==> src/rtl/irsir_pkg.sv <==
package irsir_pkg;

  // Pulse width selection captured at the start of every pulse
  typedef enum logic {
    W_SUBBIT = 1'b0,
    W_FIXED  = 1'b1
  } width_mode_e;

endpackage

==> src/rtl/irsir_sync.sv <==
// Delay line / synchronizer; all stages reset to RESET_VAL.
module irsir_sync #(
  parameter int   STAGES    = 2,
  parameter logic RESET_VAL = 1'b0
) (
  input  logic clk,
  input  logic rst,
  input  logic d,
  output logic q
);
  logic [STAGES-1:0] sr_q;

  generate
    if (STAGES == 1) begin : g_single
      always_ff @(posedge clk) begin
        if (rst) sr_q <= RESET_VAL;
        else     sr_q <= d;
      end
    end else begin : g_chain
      always_ff @(posedge clk) begin
        if (rst) sr_q <= {STAGES{RESET_VAL}};
        else     sr_q <= {sr_q[STAGES-2:0], d};
      end
    end
  endgenerate

  assign q = sr_q[STAGES-1];
endmodule

==> src/rtl/irsir_bit_tracker.sv <==
// Finds the start of every low bit: on a falling edge, then at each
// boundary SUB_PER_BIT ticks later while the line stays low.
module irsir_bit_tracker #(
  parameter int SUB_PER_BIT = 16
) (
  input  logic clk,
  input  logic rst,
  input  logic hold,
  input  logic line_s,
  input  logic tick_s,
  output logic bit_start,
  output logic active_next
);
  localparam int PH_W = (SUB_PER_BIT > 1) ? $clog2(SUB_PER_BIT) : 1;
  localparam logic [PH_W-1:0] LAST_PH = PH_W'(SUB_PER_BIT - 1);

  logic            line_d_q, line_d_d;
  logic            active_q, active_d;
  logic [PH_W-1:0] phase_q, phase_d;
  logic            fall;

  always_comb begin
    fall      = line_d_q & ~line_s;
    line_d_d  = line_s;
    active_d  = active_q;
    phase_d   = phase_q;
    bit_start = 1'b0;
    if (hold) begin
      active_d = 1'b0;
      phase_d  = '0;
    end else if (fall) begin
      active_d  = 1'b1;
      phase_d   = '0;
      bit_start = 1'b1;
    end else if (active_q && tick_s) begin
      if (phase_q == LAST_PH) begin
        phase_d   = '0;
        active_d  = ~line_s;
        bit_start = ~line_s;
      end else begin
        phase_d = phase_q + 1'b1;
      end
    end
  end

  assign active_next = active_d;

  always_ff @(posedge clk) begin
    if (rst) begin
      line_d_q <= 1'b1;
      active_q <= 1'b0;
      phase_q  <= '0;
    end else begin
      line_d_q <= line_d_d;
      active_q <= active_d;
      phase_q  <= phase_d;
    end
  end
endmodule

==> src/rtl/irsir_pulse_gen.sv <==
// Width counter: counts clocks in fixed mode, sub-bit ticks otherwise.
module irsir_pulse_gen
  import irsir_pkg::*;
#(
  parameter int FIXED_CLKS = 6,
  parameter int SUB_PULSE  = 3
) (
  input  logic clk,
  input  logic rst,
  input  logic hold,
  input  logic bit_start,
  input  logic tick_s,
  input  logic mode_fixed,
  output logic busy_next
);
  localparam int MAXW  = (FIXED_CLKS > SUB_PULSE) ? FIXED_CLKS : SUB_PULSE;
  localparam int CNT_W = $clog2(MAXW + 1);
  localparam logic [CNT_W-1:0] LOAD_FIX = CNT_W'(FIXED_CLKS);
  localparam logic [CNT_W-1:0] LOAD_SUB = CNT_W'(SUB_PULSE);

  logic [CNT_W-1:0] cnt_q, cnt_d;
  width_mode_e      mode_q, mode_d;

  always_comb begin
    cnt_d  = cnt_q;
    mode_d = mode_q;
    if (hold) begin
      cnt_d = '0;
    end else if (bit_start) begin
      mode_d = mode_fixed ? W_FIXED : W_SUBBIT;
      cnt_d  = mode_fixed ? LOAD_FIX : LOAD_SUB;
    end else if (cnt_q != '0 && (mode_q == W_FIXED || tick_s)) begin
      cnt_d = cnt_q - 1'b1;
    end
  end

  assign busy_next = (cnt_d != '0);

  always_ff @(posedge clk) begin
    if (rst) begin
      cnt_q  <= '0;
      mode_q <= W_FIXED;
    end else begin
      cnt_q  <= cnt_d;
      mode_q <= mode_d;
    end
  end
endmodule

==> src/rtl/irsir_tx_shaper.sv <==
module irsir_tx_shaper #(
  parameter int SYNC_STAGES = 2,
  parameter int SUB_PER_BIT = 16,
  parameter int SUB_PULSE   = 3,
  parameter int FIXED_CLKS  = 6
) (
  input  logic clk,
  input  logic rst,
  input  logic prog_mode,
  input  logic nrz_in,
  input  logic sub_tick,
  input  logic fixed_width,
  output logic ir_pulse,
  output logic tx_act_n
);
  logic line_s, tick_s;
  logic bit_start, active_next, busy_next;
  logic ir_q, act_n_q;

  // Line and tick travel through equal delays so they stay aligned
  irsir_sync #(.STAGES(SYNC_STAGES), .RESET_VAL(1'b1)) u_line_sync (
    .clk(clk), .rst(rst), .d(nrz_in), .q(line_s)
  );
  irsir_sync #(.STAGES(SYNC_STAGES), .RESET_VAL(1'b0)) u_tick_dly (
    .clk(clk), .rst(rst), .d(sub_tick), .q(tick_s)
  );

  irsir_bit_tracker #(.SUB_PER_BIT(SUB_PER_BIT)) u_tracker (
    .clk(clk), .rst(rst), .hold(prog_mode),
    .line_s(line_s), .tick_s(tick_s),
    .bit_start(bit_start), .active_next(active_next)
  );

  irsir_pulse_gen #(.FIXED_CLKS(FIXED_CLKS), .SUB_PULSE(SUB_PULSE)) u_pulse (
    .clk(clk), .rst(rst), .hold(prog_mode),
    .bit_start(bit_start), .tick_s(tick_s),
    .mode_fixed(fixed_width), .busy_next(busy_next)
  );

  always_ff @(posedge clk) begin
    if (rst) begin
      ir_q    <= 1'b0;
      act_n_q <= 1'b1;
    end else begin
      ir_q    <= ~prog_mode & busy_next;
      act_n_q <= ~(~prog_mode & active_next);
    end
  end

  assign ir_pulse = ir_q;
  assign tx_act_n = act_n_q;
endmodule

==> config.mk <==
export PLATFORM = sky130hd
export DESIGN_NAME = irsir_tx_shaper
export DESIGN_NICKNAME = d
export VERILOG_FILES = /design/src/rtl/irsir_pkg.sv /design/src/rtl/irsir_sync.sv /design/src/rtl/irsir_bit_tracker.sv /design/src/rtl/irsir_pulse_gen.sv /design/src/rtl/irsir_tx_shaper.sv
export SDC_FILE = /design/constraint.sdc
export NUM_CORES = 1
export LEC_CHECK = 0
export BUFFER_PORTS_ARGS = -buffer_cell sky130_fd_sc_hd__buf_2
export CORE_MARGIN = 3
export CORE_UTILIZATION = 43
export CTS_BUF_LIST = sky130_fd_sc_hd__clkbuf_8
export DETAILED_ROUTE_END_ITERATION = 8
export SETUP_SLACK_MARGIN = 0.2
export SLEW_MARGIN = 20
export SYNTH_ARGS = -nofsm -noshare
export SYNTH_HDL_FRONTEND = slang
export SYNTH_HIERARCHICAL = 1
export SYNTH_SLANG_ARGS = --single-unit
==> constraint.sdc <==
create_clock -name clk -period 1.9 [get_ports clk]
set_clock_uncertainty 0.1 [all_clocks]
set_input_delay 0.285 -clock clk [delete_from_list [all_inputs] [get_ports clk]]
set_output_delay 0.285 -clock clk [all_outputs]
set_load 0.01 [all_outputs]
== Word level (Yosys, flattened, before mapping) ==
Cells that the tools add are included.

* Register bits: 16
* Bits of input ports: 6

* $add $sub $neg: 2
* Equal/unequal tests: 1
* Mux-type cells: 14
* Bitwise operators: 6
* Reductions and logical operators: 7

{| class="wikitable"
|+ Operator list
! cell !! number
|-
| two-way mux 3 bit || 4
|-
| two-way mux 1 bit || 9
|-
| nonzero test 3 bit || 2
|-
| adder 4 x 1 -> 4 bit (second input constant) || 1
|-
| equality test 4 bit (second input constant) || 1
|-
| two-way mux 4 bit || 1
|-
| AND 1 bit || 3
|-
| inverter 1 bit || 3
|-
| OR reduction 3 bit || 1
|-
| subtractor 3 x 1 -> 3 bit (second input constant) || 1
|-
| logical AND 1 bit || 2
|-
| AND reduction 2 bit || 1
|-
| logical OR 1 bit || 1
|}

== Depth between registers and ports, before layout ==
* Word-level depth: 9
* Gate-level depth with buffers: 7
* Depth with buffers taken out: 7

== Modules after synthesis ==
The synthesis kept the hierarchy.

{| class="wikitable"
|+ By module, submodules not included
! module !! instances !! cells each !! area an instance (um^2)
|-
| irsir_bit_tracker || 1 || 34 || 285.3
|-
| irsir_pulse_gen || 1 || 31 || 256.5
|-
| irsir_sync || 2 || 4 || 52.6
|-
| irsir_tx_shaper || 1 || 4 || 56.3
|}

== Least setup slack after synthesis ==
OpenSTA, ideal clock, no wires.

* Kind: reg-to-reg
* From: register u_tracker.phase_q[0]
* To: register u_pulse.mode_q
* Arrival time: 1.422 ns
* Path slack: 0.247 ns
* Stages on the path, launching flop included: 8
* Cells stage by stage: dfxtp_1 > ha_1 > and3_4 > a21oi_1 > nor3_1 > inv_1 > o21ai_0 > o311ai_1

* Longest elaborated chain between the ends: 6

{| class="wikitable"
|+ Ends and longest elaborated chain
! item !! line !! text
|-
| from (decl) || irsir_bit_tracker.sv:19 || <nowiki>logic [PH_W-1:0] phase_q, phase_d;</nowiki>
|-
| from (signal assigned) || irsir_bit_tracker.sv:56 || <nowiki>phase_q <= phase_d;</nowiki>
|-
| equality test 4 bit || irsir_bit_tracker.sv:36 || <nowiki>if (phase_q == LAST_PH) begin</nowiki>
|-
| two-way mux 1 bit || irsir_bit_tracker.sv:36 ||
|-
| two-way mux 1 bit || irsir_bit_tracker.sv:35 || <nowiki>end else if (active_q && tick_s) begin</nowiki>
|-
| two-way mux 1 bit || irsir_bit_tracker.sv:31 || <nowiki>end else if (fall) begin</nowiki>
|-
| two-way mux 1 bit || irsir_bit_tracker.sv:28 || <nowiki>if (hold) begin</nowiki>
|-
| via bit_start || irsir_tx_shaper.sv:17 || <nowiki>logic bit_start, active_next, busy_next;</nowiki>
|-
| AND reduction 2 bit (no line) || -- ||
|-
| to (signal assigned) || irsir_pulse_gen.sv:45 || <nowiki>mode_q <= mode_d;</nowiki>
|-
| to (decl) || irsir_pulse_gen.sv:22 || <nowiki>width_mode_e mode_q, mode_d;</nowiki>
|}

The timed path passes the listed nets, and every way through them passes these cells.
A chain may end at the register's enable or synchronous reset.

== Worst setup path in the final report ==
* From: register u_tracker.phase_q[1]
* To: register ir_q, in the netlist ir_pulse

* Longest elaborated chain between the ends: 9

{| class="wikitable"
|+ Ends and longest elaborated chain
! item !! line !! text
|-
| equality test 4 bit || irsir_bit_tracker.sv:36 ||
|-
| two-way mux 1 bit || irsir_bit_tracker.sv:36 ||
|-
| two-way mux 1 bit || irsir_bit_tracker.sv:35 ||
|-
| two-way mux 1 bit || irsir_bit_tracker.sv:31 ||
|-
| two-way mux 1 bit || irsir_bit_tracker.sv:28 ||
|-
| via bit_start || irsir_tx_shaper.sv:17 ||
|-
| two-way mux 3 bit || irsir_pulse_gen.sv:29 || <nowiki>end else if (bit_start) begin</nowiki>
|-
| two-way mux 3 bit || irsir_pulse_gen.sv:27 || <nowiki>if (hold) begin</nowiki>
|-
| nonzero test 3 bit || irsir_pulse_gen.sv:37 || <nowiki>assign busy_next = (cnt_d != '0);</nowiki>
|-
| via busy_next || irsir_tx_shaper.sv:17 ||
|-
| AND 1 bit || irsir_tx_shaper.sv:45 || <nowiki>ir_q <= ~prog_mode & busy_next;</nowiki>
|-
| to (signal assigned) || irsir_tx_shaper.sv:45 ||
|-
| to (decl) || irsir_tx_shaper.sv:18 || <nowiki>logic ir_q, act_n_q;</nowiki>
|}

The timed path passes the listed nets, and every way through them passes these cells.

==> key figures <==
Floorplanning
  • Die ar.: 0.00216 mm^2
  • Starting Density: 0.497
  • Chip Height: 46.4 um
  • IO Count: 8
  • Row Count: 13
  • Die X-Extent: 46.4 um
  • Core area: 0.00142 mm^2

Worst setup path
  • Critical path launch point type: register
  • CP Class: register to register
  • R2r setup slk: 0.29 ns
  • Setup crit end kind: register
  • Worst EP arrival: between 1.5 and 2 ns
  • Max FO, Critical Path: 4
  • Worst Path Required: 1.93 ns

Synth
  • Post-synth ARST share: 0
  • Post-synth net total: 86
  • Synthesized area: 703 um^2
  • Post-synth EDFFs: 0
  • Seq cells post-synth: 16
  • Synth warn: 6
  • Post-synthesis cell type count: 32
  • Cells after synthesis: 77
  • Top_reg_cell synth: dfxtp_1
  • Part of the Yosys area used for sequential elements: 0.456
  • Synth Area per Inst: slightly above 9 um^2

Routing
  • WL per Instance: 11.2 um
  • Antenna Violating Nets Remaining: 0
  • DR vias/cell: 5.08
  • Detailed Route Iter0 Violations: 5
  • Routed wire length: 1170 um
  • DRC Markers: 0
  • 1st-pass router iterations: 4
  • Via count: 528

Clock network
  • Post-CTS Hold Buffers: 0
  • CTS tree: built
  • Clock-pin slew on the worst setup and hold paths: 0.06 ns
  • Max H-tree Level: 1
  • CTS sink cnt: 16
  • Root buffer cell: clkbuf_8
  • Max Root-Sink Buffers: 2
  • Skew-Pair Late Insertion Delay: roughly 0.24 ns
  • Cts bufs inserted: 3

Timing
  • Relative slew slack: 0.860
  • Min cycle time layout: 1.61 ns
  • Least-Margin Pin Slew: 0.207 ns
  • Fin. Hold Viols: 0
  • Unrepaired setup endpoints after global routing: no
  • Final setup violation count: 0
  • Setup_tns: 0 ns
  • Period Utilization, post-route: 0.848
  • Max Fclk: 621 MHz
  • Fin. max-slew vios: 0

Cells and area
  • Nets: 99
  • Area grow syn2layout: 22.4%
  • Antenna fix cells: 0
  • Final Instance Area: roughly 860 um^2
  • Share of layout cells above drive strength 1: 0.292

Global routing
  • Vias in the first global route: 479
  • Gr usage total: 0.130
  • Overflow left after global routing: 0
  • First-pass GRT wire length: 2010 um
  • Initial antenna violation count: 0
  • Largest net degree at the start of global routing: 11

Run status
  • Status: finished, final reports clean

Placed design
  • Gp weighted congestion: 0.801
  • Port Buffer Count: 7
  • HPWL Detailed: 853 um
  • Placement Cell Area: 757 um^2

Power
  • Leakage power: 0.317 nW
  • Peak supply drop: 0.000573 V
  • PwrDens: 841 mW/mm^2

Min path
  • Min-delay worst type: input port to register

Flow run
  • Max-cap viol count: 0
==> report_power, final <==
group,leakage [nW],internal [mW],switching [mW]
clock,0.0288,0.183,0.109
combinational,0.156,0.0384,0.0419
sequential,0.132,0.344,0.00697
total,0.317,0.566,0.158
==> critical path: stages, from the launching register on <==
cell      delay (ns)
dfxtp_4         0.36
ha_4            0.16
and3_4          0.18
a21oi_2         0.17
nor3_4          0.07
a211oi_2        0.19
a31oi_1         0.11
nor3b_2         0.16
==> flip-flops by register name, summed over array words and instances, names as in the netlist <==
signal,count
ir_pulse,1
tx_act_n,1
u_line_sync/sr_q,2
u_pulse/cnt_q,3
u_pulse/mode_q,1
u_tick_dly/sr_q,2
u_tracker/active_q,1
u_tracker/line_d_q,1
u_tracker/phase_q,4
==> per-stage QoR <==
step	cells	hold WS [ns]	setup slack, ns	util	total power, mW
floorplan	77	0.257	0.247	-	0.418
global placement	99	0.291	0.106	0.535	0.439
global route	104	0.121	0.214	0.608	0.760
detailed placement	99	0.301	0.0852	0.535	0.438
CTS	103	0.112	0.202	0.577	0.737
finish	104	0.117	0.289	0.608	0.724
==> worst paths after layout <==
path | startpoint | to | cells past startpoint
max | u_tracker/phase_q[1] | ir_pulse | 7
min | nrz_in | u_line_sync/sr_q[0] | 2
max reg2reg | u_tracker/phase_q[1] | ir_pulse | 7
min reg2reg | u_line_sync/sr_q[0] | u_line_sync/sr_q[1] | 1
==> synth_stat cells, types with 2 or more instances <==
library cell / number / share of area
or2_1: 2 / 0.018
nor3_1: 2 / 0.014
o21ai_0: 4 / 0.028
ha_1: 3 / 0.053
nor2b_1: 2 / 0.018
nand3_1: 3 / 0.021
inv_1: 5 / 0.027
dfxtp_1: 16 / 0.46
nand2_1: 9 / 0.048
a21oi_1: 4 / 0.028
nor2_1: 5 / 0.027
mux2i_1: 2 / 0.028
==> cell type report <==
type                    count  area [um^2]
multi-input cells          55          393
well taps                  15         18.8
flip-flops and latches     16          329
clock buffers               4         55.1
repair buffers              8         42.5
inverters                   6         22.5
fillers                   118          554
==> layer usage <==
metal,track usage,wire (um),part of all wire,up-vias
met4,0.0341,0,0,0
met1,0.178,617,0.53,229
met2,0.181,488,0.42,9
li1,-,-,-,290
met5,0,0,0,-
met3,0.0625,60,0.051,0
==> what timing repair did <==
item,CTS,global route
setup buffers,0,1
endpoints found under the setup margin,4,4
resized for setup,1,12
pin swaps,0,3
==> logic make-up after synthesis <==
group                      after synthesis  synth area share
xor gates and xnor gates                 2            0.0249
and+or+nand+nor                         30             0.221
buffers and inverters                    6            0.0320
DFF                                     16             0.456
adders and majority gates                3            0.0534
AOI/OAI and AO/OA                       18             0.185
muxes                                    2            0.0285
==> layout by cell type, fill, tap and decap left out, types with 2 or more instances in the layout <==
cell,count
o21ai_0,3
a21oi_2,2
inv_2,2
nor2b_1,2
nand2_1,9
ha_1,2
nor2_1,5
a21oi_1,3
mux2i_1,2
buf_2,7
nand3_1,3
o21ai_1,2
dfxtp_1,13
dfxtp_4,2
clkbuf_8,4
or2_1,2
inv_1,4
(Power assumes the default switching activity.)
